--- src/rtl/sha2_ms_pkg.sv ---
package sha2_ms_pkg;

    localparam int ELEM_W    = 64;
    localparam int GRP_ELEMS = 4;
    localparam int GRP_BITS  = ELEM_W * GRP_ELEMS;

    typedef enum logic [1:0] {
        PH_IDLE = 2'd0,
        PH_RUN  = 2'd1,
        PH_TAIL = 2'd2
    } phase_e;

    function automatic logic [63:0] rot64(input logic [63:0] x, input int n);
        return (x >> n) | (x << (64 - n));
    endfunction

    function automatic logic [31:0] rot32(input logic [31:0] x, input int n);
        return (x >> n) | (x << (32 - n));
    endfunction

    // keep only the active element width
    function automatic logic [63:0] fit(input logic [63:0] x, input logic wide);
        return wide ? x : {32'd0, x[31:0]};
    endfunction

    function automatic logic [63:0] sig_lo(input logic [63:0] x, input logic wide);
        if (wide) return rot64(x, 1) ^ rot64(x, 8) ^ (x >> 7);
        return {32'd0, rot32(x[31:0], 7) ^ rot32(x[31:0], 18) ^ (x[31:0] >> 3)};
    endfunction

    function automatic logic [63:0] sig_hi(input logic [63:0] x, input logic wide);
        if (wide) return rot64(x, 19) ^ rot64(x, 61) ^ (x >> 6);
        return {32'd0, rot32(x[31:0], 17) ^ rot32(x[31:0], 19) ^ (x[31:0] >> 10)};
    endfunction

endpackage

--- src/rtl/sha2_ms_legal.sv ---
module sha2_ms_legal #(
    parameter int VLENB = 16,
    parameter int VL_W  = 6,
    parameter int GRP_W = 4
) (
    input  logic [31:0]      insn,
    input  logic [1:0]       sew,
    input  logic             allow64,
    input  logic [2:0]       lmul,
    input  logic [VL_W-1:0]  vl,
    input  logic [VL_W-1:0]  vstart,
    output logic             illegal,
    output logic             wide,
    output logic [GRP_W-1:0] tot_grp
);
    localparam int BYTES_W = $clog2(VLENB * 8 + 1);

    logic             enc_ok, sew_ok, mul_ok, size_ok, align_ok, ovl;
    logic [6:0]       span, rd_lo, s1_lo, s2_lo;
    logic [BYTES_W-1:0] grp_bytes;

    always_comb begin
        wide      = (sew == 2'd3);
        enc_ok    = (insn[31:26] == 6'b101101) && insn[25]
                 && (insn[14:12] == 3'b010) && (insn[6:0] == 7'b1110111);
        sew_ok    = (sew == 2'd2) || (wide && allow64);
        mul_ok    = !lmul[2];
        align_ok  = (vl[1:0] == 2'd0) && (vstart[1:0] == 2'd0);

        span      = 7'd1 << lmul[1:0];
        rd_lo     = {2'b00, insn[11:7]};
        s1_lo     = {2'b00, insn[19:15]};
        s2_lo     = {2'b00, insn[24:20]};
        ovl       = ((rd_lo < s1_lo + span) && (s1_lo < rd_lo + span))
                 || ((rd_lo < s2_lo + span) && (s2_lo < rd_lo + span));

        grp_bytes = BYTES_W'(VLENB) << lmul[1:0];
        size_ok   = wide ? (grp_bytes >= BYTES_W'(32)) : (grp_bytes >= BYTES_W'(16));
        tot_grp   = GRP_W'(wide ? (grp_bytes >> 5) : (grp_bytes >> 4));

        illegal   = !(enc_ok && sew_ok && mul_ok && align_ok && size_ok && !ovl);
    end

endmodule

--- src/rtl/sha2_ms_word4.sv ---
module sha2_ms_word4
    import sha2_ms_pkg::*;
(
    input  logic                wide,
    input  logic [GRP_BITS-1:0] dst_in,
    input  logic [GRP_BITS-1:0] src1_in,
    input  logic [GRP_BITS-1:0] src2_in,
    output logic [GRP_BITS-1:0] word_out
);
    logic [ELEM_W-1:0] d [GRP_ELEMS];
    logic [ELEM_W-1:0] a [GRP_ELEMS];
    logic [ELEM_W-1:0] b [GRP_ELEMS];
    logic [ELEM_W-1:0] w [GRP_ELEMS];

    for (genvar k = 0; k < GRP_ELEMS; k++) begin : g_lane
        assign d[k] = dst_in[k*ELEM_W +: ELEM_W];
        assign a[k] = src1_in[k*ELEM_W +: ELEM_W];
        assign b[k] = src2_in[k*ELEM_W +: ELEM_W];
        assign word_out[k*ELEM_W +: ELEM_W] = w[k];
    end

    // words 2 and 3 chain on words 0 and 1 of this same group
    always_comb begin
        w[0] = fit(sig_hi(a[2], wide) + b[1] + sig_lo(d[1], wide) + d[0], wide);
        w[1] = fit(sig_hi(a[3], wide) + b[2] + sig_lo(d[2], wide) + d[1], wide);
        w[2] = fit(sig_hi(w[0], wide) + b[3] + sig_lo(d[3], wide) + d[2], wide);
        w[3] = fit(sig_hi(w[1], wide) + a[0] + sig_lo(b[0], wide) + d[3], wide);
    end

endmodule

--- src/rtl/sha2_ms_unit.sv ---
module sha2_ms_unit
    import sha2_ms_pkg::*;
#(
    parameter int VLENB     = 16,
    localparam int MAX_ELEMS = VLENB * 2,
    localparam int VL_W      = $clog2(MAX_ELEMS + 1),
    localparam int GRP_W     = $clog2(MAX_ELEMS / 4 + 1)
) (
    input  logic                clk,
    input  logic                rst_n,
    input  logic                start,
    input  logic [31:0]         insn,
    input  logic [1:0]          sew,
    input  logic                allow64,
    input  logic [2:0]          lmul,
    input  logic                tail_agn,
    input  logic [VL_W-1:0]     vl,
    input  logic [VL_W-1:0]     vstart,
    output logic [GRP_W-1:0]    op_grp,
    input  logic [GRP_BITS-1:0] vd_rdata,
    input  logic [GRP_BITS-1:0] vs1_rdata,
    input  logic [GRP_BITS-1:0] vs2_rdata,
    output logic                wr_en,
    output logic [GRP_BITS-1:0] wr_data,
    output logic                done,
    output logic                err,
    output logic                vstart_clr
);
    typedef struct packed {
        phase_e           ph;
        logic             wide;
        logic             tail;
        logic [GRP_W-1:0] grp;
        logic [GRP_W-1:0] stop;
        logic [GRP_W-1:0] tot;
        logic             done;
        logic             err;
        logic             vclr;
    } st_t;

    st_t st_d, st_q;

    logic             req_bad, req_wide;
    logic [GRP_W-1:0] req_tot;
    logic             cur_wide;
    logic [GRP_BITS-1:0] calc_grp, ones_grp;

    sha2_ms_legal #(.VLENB(VLENB), .VL_W(VL_W), .GRP_W(GRP_W)) u_legal (
        .insn    (insn),
        .sew     (sew),
        .allow64 (allow64),
        .lmul    (lmul),
        .vl      (vl),
        .vstart  (vstart),
        .illegal (req_bad),
        .wide    (req_wide),
        .tot_grp (req_tot)
    );

    assign cur_wide = st_q.wide;

    sha2_ms_word4 u_word (
        .wide     (cur_wide),
        .dst_in   (vd_rdata),
        .src1_in  (vs1_rdata),
        .src2_in  (vs2_rdata),
        .word_out (calc_grp)
    );

    assign ones_grp = {GRP_ELEMS{cur_wide ? {ELEM_W{1'b1}} : {32'd0, 32'hFFFF_FFFF}}};

    always_comb begin
        st_d      = st_q;
        st_d.done = 1'b0;
        st_d.err  = 1'b0;
        st_d.vclr = 1'b0;
        unique case (st_q.ph)
            PH_IDLE: begin
                if (start) begin
                    if (req_bad) begin
                        st_d.done = 1'b1;
                        st_d.err  = 1'b1;
                    end else if (vstart >= vl) begin
                        st_d.done = 1'b1;
                    end else begin
                        st_d.ph   = PH_RUN;
                        st_d.wide = req_wide;
                        st_d.tail = tail_agn;
                        st_d.grp  = GRP_W'(vstart >> 2);
                        st_d.stop = GRP_W'(vl >> 2);
                        st_d.tot  = req_tot;
                    end
                end
            end
            PH_RUN: begin
                st_d.grp = st_q.grp + GRP_W'(1);
                if (st_d.grp == st_q.stop) begin
                    if (st_q.tail && (st_q.stop < st_q.tot)) begin
                        st_d.ph = PH_TAIL;
                    end else begin
                        st_d.ph   = PH_IDLE;
                        st_d.done = 1'b1;
                        st_d.vclr = 1'b1;
                    end
                end
            end
            PH_TAIL: begin
                st_d.grp = st_q.grp + GRP_W'(1);
                if (st_d.grp == st_q.tot) begin
                    st_d.ph   = PH_IDLE;
                    st_d.done = 1'b1;
                    st_d.vclr = 1'b1;
                end
            end
            default: st_d.ph = PH_IDLE;
        endcase
    end

    always_ff @(posedge clk or negedge rst_n) begin
        if (!rst_n) st_q <= '0;
        else        st_q <= st_d;
    end

    assign op_grp     = st_q.grp;
    assign wr_en      = (st_q.ph == PH_RUN) || (st_q.ph == PH_TAIL);
    assign wr_data    = (st_q.ph == PH_TAIL) ? ones_grp : calc_grp;
    assign done       = st_q.done;
    assign err        = st_q.err;
    assign vstart_clr = st_q.vclr;

endmodule

--- config.mk ---
export PLATFORM = sky130hd
export DESIGN_NAME = sha2_ms_unit
export DESIGN_NICKNAME = d
export VERILOG_FILES = /design/src/rtl/sha2_ms_pkg.sv /design/src/rtl/sha2_ms_legal.sv /design/src/rtl/sha2_ms_word4.sv /design/src/rtl/sha2_ms_unit.sv
export SDC_FILE = /design/constraint.sdc
export NUM_CORES = 2
export LEC_CHECK = 0
export ABC_CLOCK_PERIOD_IN_PS = 12300
export CAP_MARGIN = 20
export CORE_AREA = 2 2 420 422
export DETAILED_ROUTE_END_ITERATION = 8
export DIE_AREA = 0 0 422 424
export SKIP_CTS_REPAIR_TIMING = 1
export SLEW_MARGIN = 20
export SYNTH_ARGS = -nofsm -noshare
export SYNTH_HDL_FRONTEND = slang
export SYNTH_SLANG_ARGS = --single-unit
--- constraint.sdc ---
create_clock -name clk -period 12.3 [get_ports clk]
set_input_delay 2.46 -clock clk [delete_from_list [all_inputs] [get_ports clk]]
set_output_delay 2.46 -clock clk [all_outputs]
set_load 0.1 [all_outputs]
# Yosys cells after proc, flatten, opt, wreduce, memory -nomap -nowiden
# Cells that the tools add are included.
[totals] regBits=19 inputBits=822 out_inout_bits=264 elab_cells=182
[op_classes] add_sub_neg=16 n_lt_le_gt_ge=8 eq_ne=14 shift=2 mux=42 bitwise_logic=65 n_reduce_logical=26
[ops] operator="2-to-1 mux 64 bit" count=21
[ops] operator="adder 64 bit" count=12
[ops] operator="bitwise XOR 64 bit" count=8
[ops] operator="2-to-1 mux 256 bit" count=1
[ops] operator="bitwise OR 3 x 64 -> 64 bit" count=4
[ops] operator="bitwise OR 45 x 64 -> 64 bit" count=4
[ops] operator="bitwise OR 56 x 64 -> 64 bit" count=4
[ops] operator="bitwise OR 63 x 64 -> 64 bit" count=4
[ops] operator="bitwise XOR 32 bit" count=8
[ops] operator="bitwise XOR 64 x 57 -> 64 bit" count=4
[ops] operator="bitwise XOR 64 x 58 -> 64 bit" count=4
[ops] operator="bitwise OR 13 x 32 -> 32 bit" count=4
[ops] operator="bitwise OR 14 x 32 -> 32 bit" count=4
[ops] operator="bitwise OR 15 x 32 -> 32 bit" count=4
[ops] operator="bitwise OR 25 x 32 -> 32 bit" count=4
[ops] operator="bitwise XOR 32 x 22 -> 32 bit" count=4
[ops] operator="bitwise XOR 32 x 29 -> 32 bit" count=4
[ops] operator="2-to-1 mux 16 bit" count=2
[ops] operator="less-than comparator 5 x 7 -> 1 bit" count=4
[ops] operator="adder 5 x 7 -> 7 bit" count=3
[ops] operator="2-to-1 mux 18 bit" count=1
[ops] operator="logical AND 1 bit" count=13
[ops] operator="2-to-1 mux 1 bit" count=9
[ops] operator="equality test 4 bit" count=2
[ops] operator="other kinds (28)" count=41

# Logic depth before layout (Yosys ltp)
[logic_depth] word_depth=19 depth_mapped=42

# Modules after synthesis
# Synthesis repeated with hierarchy kept, for this count alone.
[unflattened] hier_cells=6781 hier_area_um2=49640.1
[modules_own_cells] module="sha2_ms_word4" n_inst=1 cells_each=6085 area_per_inst_um2=45210.9
[modules_own_cells] module="sha2_ms_unit" n_inst=1 cells_each=545 area_per_inst_um2=3367.0
[modules_own_cells] module="sha2_ms_legal" n_inst=1 cells_each=151 area_per_inst_um2=1062.3

# Worst setup path before layout
# Ideal clock, no wire load.
[synth_path] path_type="input port to output port" from="input vd_rdata[132]" to="output wr_data[245]" t_arrival_ps=13500 required_time_ps=9840 slack_ps=-3660 stages=38 n_path_buf=1 path_cell_list="clkbuf_1 xnor2_1 nor2_1 a21oi_1 xnor2_1 fa_1 inv_1 fa_1 ha_1 inv_1 fa_1 nand2b_1 a211oi_1 o21ai_0 a21o_1 a211oi_2 o21a_1 a31o_2 (+2 left out) xnor3_1 o21ai_1 xnor2_1 fa_1 inv_1 fa_1 nor2b_1 o21ai_1 a21boi_1 o211ai_2 a31oi_1 a221oi_2 o31ai_2 a31oi_2 o21ai_1 a221o_1 a2111oi_0 a2111oi_1"
[synth_between] elab_chain_cells=18 word_cells_on_any_way=28 cone_classes="add/sub: 5; mux: 7; bitwise: 16"
[synth_rtl] item="start, declared" line_no="sha2_ms_unit.sv:20" text="input logic [GRP_BITS-1:0] vd_rdata,"
[synth_rtl] item="bitwise OR 63 x 64 -> 64 bit / bitwise OR 56 x 64 -> 64 bit (equally long branches)" line_no="sha2_ms_pkg.sv:14" text="return (x >> n) | (x << (64 - n));"
[synth_rtl] item="bitwise XOR 64 bit" line_no="sha2_ms_pkg.sv:27" text="if (wide) return rot64(x, 1) ^ rot64(x, 8) ^ (x >> 7);"
[synth_rtl] item="bitwise XOR 64 x 57 -> 64 bit" line_no="sha2_ms_pkg.sv:27"
[synth_rtl] item="2-to-1 mux 64 bit" line_no="sha2_ms_pkg.sv:27"
[synth_rtl] item="2-to-1 mux 64 bit (*)" line_no="sha2_ms_pkg.sv:28" text="return {32'd0, rot32(x[31:0], 7) ^ rot32(x[31:0], 18) ^ (x[31:0] >> 3)};"
[synth_rtl] item="adder 64 bit (*) (2 in a row)" line_no="sha2_ms_word4.sv:25" text="w[1] = fit(sig_hi(a[3], wide) + b[2] + sig_lo(d[2], wide) + d[1], wide);"
[synth_rtl] item="2-to-1 mux 64 bit (*)" line_no="sha2_ms_pkg.sv:23" text="return wide ? x : {32'd0, x[31:0]};"
[synth_rtl] item="bitwise OR 45 x 64 -> 64 bit / bitwise OR 3 x 64 -> 64 bit (equally long branches)" line_no="sha2_ms_pkg.sv:14"
[synth_rtl] item="bitwise XOR 64 bit" line_no="sha2_ms_pkg.sv:32" text="if (wide) return rot64(x, 19) ^ rot64(x, 61) ^ (x >> 6);"
[synth_rtl] item="bitwise XOR 64 x 58 -> 64 bit" line_no="sha2_ms_pkg.sv:32"
[synth_rtl] item="2-to-1 mux 64 bit" line_no="sha2_ms_pkg.sv:32"
[synth_rtl] item="2-to-1 mux 64 bit (*)" line_no="sha2_ms_pkg.sv:33" text="return {32'd0, rot32(x[31:0], 17) ^ rot32(x[31:0], 19) ^ (x[31:0] >> 10)};"
[synth_rtl] item="adder 64 bit (*) (3 in a row)" line_no="sha2_ms_word4.sv:27" text="w[3] = fit(sig_hi(w[1], wide) + a[0] + sig_lo(b[0], wide) + d[3], wide);"
[synth_rtl] item="2-to-1 mux 64 bit (*)" line_no="sha2_ms_pkg.sv:23"
[synth_rtl] item="2-to-1 mux 256 bit (*)" line_no="sha2_ms_unit.sv:126" text="assign wr_data = (st_q.ph == PH_TAIL) ? ones_grp : calc_grp;"
[synth_rtl] item="end, declared" line_no="sha2_ms_unit.sv:24" text="output logic [GRP_BITS-1:0] wr_data,"
# Mark *: on every way between the ends. The rest lies on a longest branch, timed or not. The select of a mux whose other input is x is not followed.

# Final worst setup path
[layout_path] from="input vd_rdata[166]" to="output wr_data[245]"
[layout_between] elab_chain_cells=18 word_cells_on_any_way=24 cone_classes="add/sub: 5; mux: 7; bitwise: 12"
[layout_rtl] item="bitwise OR 56 x 64 -> 64 bit / bitwise OR 63 x 64 -> 64 bit (equally long branches)" line_no="sha2_ms_pkg.sv:14"
[layout_rtl] item="bitwise XOR 64 bit" line_no="sha2_ms_pkg.sv:27"
[layout_rtl] item="bitwise XOR 64 x 57 -> 64 bit (*)" line_no="sha2_ms_pkg.sv:27"
[layout_rtl] item="2-to-1 mux 64 bit (*)" line_no="sha2_ms_pkg.sv:27"
[layout_rtl] item="2-to-1 mux 64 bit (*)" line_no="sha2_ms_pkg.sv:28"
[layout_rtl] item="adder 64 bit (*) (2 in a row)" line_no="sha2_ms_word4.sv:25"
[layout_rtl] item="2-to-1 mux 64 bit (*)" line_no="sha2_ms_pkg.sv:23"
[layout_rtl] item="bitwise OR 3 x 64 -> 64 bit / bitwise OR 45 x 64 -> 64 bit (equally long branches)" line_no="sha2_ms_pkg.sv:14"
[layout_rtl] item="bitwise XOR 64 bit" line_no="sha2_ms_pkg.sv:32"
[layout_rtl] item="bitwise XOR 64 x 58 -> 64 bit" line_no="sha2_ms_pkg.sv:32"
[layout_rtl] item="2-to-1 mux 64 bit" line_no="sha2_ms_pkg.sv:32"
[layout_rtl] item="2-to-1 mux 64 bit (*)" line_no="sha2_ms_pkg.sv:33"
[layout_rtl] item="adder 64 bit (*) (3 in a row)" line_no="sha2_ms_word4.sv:27"
[layout_rtl] item="2-to-1 mux 64 bit (*)" line_no="sha2_ms_pkg.sv:23"
[layout_rtl] item="2-to-1 mux 256 bit (*)" line_no="sha2_ms_unit.sv:126"
# Marked as above.

==> results.md <==
Critical path:
- STA puts the critical path data required time at 9.84 ns.
- The startpoint-to-endpoint class of the critical path is primary input to output pin.
- The most numerous cell type found on the critical path is xnor2_2.
- Of all nets on the critical path, the largest fanout is 5.
- The standard cell with the maximum stage delay on the critical path is fa_2.
- STA classifies the critical path endpoint as an output pin.
- For the worst setup path, the data arrival time is 11.53 ns.
- The biggest cell delay along the critical path is 0.51 ns.
- The category of the worst setup path launch point is a primary input.

Clocking:
- CTS placed an instance of clkbuf_16 at the clock tree root.
- Buffers inserted during clock tree synthesis total 3.
- For the worst-skew pair, the clock arrives at the later sink with an insertion delay of 0.25 ns.
- The depth of the CTS H-tree is 1.
- The clock drives 19 sinks.
- The clock transition at the registers of the reported paths is 0.05 ns.
- The CTS tree is yes.
- Counting along the longest clock path gives a buffer depth of 2.

Cells and area:
- The fraction of final layout cells sized beyond drive strength 1 is 0.344.
- In the layout the commonest cells are 1954 x buf_4, 999 x xnor2_1, 766 x inv_1, 702 x clkdlybuf4s50_1, 491 x nor2_1.
- The final layout contains 10400 nets.
- From synthesis to final layout, the design area changed by 73.4%.
- The final core utilization is 0.458.
- Leaving out fill and tap cells, the most frequent cell in the layout is buf_4.

Yosys:
- In this run the mean area of a mapped cell was 7.49 um^2.
- The synthesized instance count is 6163.
- Counting flops and latches in the post-synthesis netlist gives 19.
- The synthesized netlist occupies a cell area of 46200 um^2.
- Counting flops with a built-in enable in the synthesized netlist gives 0.
- The distinct cell type count after synthesis is 103.
- Of the synthesized area, sequential elements account for 0.0103.
- Synthesis produced a netlist with a net count of 7786.
- In the synthesized netlist the async set-or-reset flop fraction comes to 1.00.
- For this run, the leading register cell type out of synthesis is dfrtp_1.
- During synthesis, Yosys emitted a total of 0 warnings.

GRT:
- The number of antenna violations at the first check in global routing is 61.
- The wire length of the first global-routing pass is 423000 um.
- The routing usage on met2 is 0.528.
- The total routing usage reported by global routing is 0.337.
- The maximum number of pins on one net before global-route repair is 88.
- The via count of the first global-routing pass is 54300.
- The highest-utilization routing layer at the global route stage is met2.
- The total overflow left after global routing is 0.
- The global routing met1 resource utilization is 0.447.
- In the global route stage, met3 resource usage came out at 0.0383.

Place:
- The HPWL after detailed placement is 285000 um.
- Input and output buffers added on the ports amount to 1021.
- The placer's final routability congestion estimate is 1.07.
- The worst setup timing slack at the placement stage is -2.30 ns.

Job:
- The number of maximum-capacitance violations is 0.

STA:
- Final hold analysis gives a worst-case slack of 0.560 ns.
- Of the available clock period, the critical path in the final layout requires 1.14.
- The max-slew violation count came to 0.
- The setup violation total in the final timing report is 102.
- The final number of hold-violating endpoints is 0.
- The accumulated negative setup slack is -81.64 ns.
- Once routing completed, OpenROAD measured the worst setup slack at -1.69 ns.
- The slew at the pin closest to its max-slew limit is 1.13 ns.
- The worst path in the final design needs a cycle of 13.99 ns, including I/O delays and setup.
- The setup skew after layout is 0.00404 ns.
- Timing would allow up to 0.0715 GHz.
- The worst slew slack as a fraction of its limit is 0.247.
- Setup repair after global routing could not meet its margin everywhere.

Route:
- The number of search-and-repair iterations in the first detailed-routing pass is 6.
- After the first detailed-routing iteration, the DRC count stood at 4956.
- The routed design has 317000 um of wire.
- Dividing the detail-routed wire length by the instance count gives 28.4 um.
- In the routed design, unresolved DRC markers number 0.
- The count of nets left with antenna violations once routing finished came out at 0.
- The routed layout has 54800 vias.
- After detailed routing, the number of vias per cell comes to 4.91.

Floorplanning:
- The floorplan step set the die width to 422 um.
- In this run the core area contains 154 standard-cell rows.
- For this configuration, the core starts out at a cell density of 0.264.
- The placeable core area is 175000 um^2.
- The floorplan step defined a die boundary enclosing 179000 um^2.
- Measured along the y axis, the die boundary spans 424 um.
- 1086 I/O pins were placed.

Outcome:
- The run finished, with violations left.
- The checks that failed: setup timing.

Min path:
- The path class of the tightest hold or removal check is flip-flop to flip-flop.
-- layer usage --
layer	wire length, um	up-vias
met5	49	-
met4	24000	8
met1	133000	27100
met3	21400	533
li1	-	24800
met2	139000	2391
-- cells by family after synthesis --
group,count (synthesis),share of synthesized area
compound gates,1196,0.159
xor+xnor,1530,0.292
fa+ha+maj,801,0.300
buf+inv,1194,0.0997
flops,19,0.0103
mux,12,0.00295
simple gates,1411,0.136
-- final cells by class --
type	instances	area, um^2
Fill cell	17600	94900
Multi-Input combinational cell	4950	45900
Timing Repair Buffer	3019	27500
Inverter	801	3020
Tap cell	2340	2930
Sequential cell	19	479
Antenna cell	41	103
Clock buffer	3	75.1
Clock inverter	1	5.00
-- flip-flops by register name, summed over array words and instances (netlist names) --
name and cells:
cur_wide 1, vstart_clr 1, op_grp 4, err 1
st_q 11, done 1
-- Yosys cell counts (18+ instances only) --
cell	number	area share
a21oi_1	505	0.055
o21bai_1	45	0.0073
a31oi_1	34	0.0046
nand4_1	64	0.0087
o211ai_1	18	0.0029
a21o_1	145	0.024
and2_1	23	0.0031
clkbuf_1	309	0.025
buf_1	58	0.0047
a211oi_1	25	0.0041
inv_1	801	0.065
o21a_1	26	0.0042
nand2_1	479	0.039
nor2_1	517	0.042
nor2b_1	38	0.0052
nand2b_1	37	0.0050
dfrtp_1	19	0.010
nor3_1	45	0.0049
o21ai_0	245	0.027
or2_2	63	0.0085
ha_1	294	0.080
nand3_1	66	0.0072
xor2_1	404	0.077
and3_1	21	0.0028
xnor2_1	1116	0.21
fa_1	507	0.22
-- critical path: cells and delay by family --
family / cells / cell delay, ns
adders and majority gates: 6 / 2.14
buffers and inverters: 9 / 1.20
AOI/OAI and AO/OA: 18 / 3.91
xor gates and xnor gates: 5 / 1.02
and+or+nand+nor: 4 / 0.73
-- stage by stage --
step / instance area, um^2 / std cells
CTS: 75200 / 11000
global route: 80000 / 11200
floorplan: 47600 / 6163
global placement: 75200 / 11000
detailed placement: 75200 / 11000
finish: 80100 / 11200
-- final timing paths --
kind,startpoint,endpoint,slack [ns],cells after the start
worst max-delay path,vd_rdata[166],wr_data[245],-1.69,42
worst min-delay path,st_q[15],st_q[15],0.56,1
worst max register to register,op_grp[0],st_q[18],9.74,8
worst min register to register,st_q[15],st_q[15],0.56,1
max in group asynchronous,rst_n,cur_wide,8.97,1
min in group asynchronous,rst_n,err,2.70,1
Power is not shown: default switching activity piles up to over one toggle a cycle in this logic, so the estimate is an artifact.
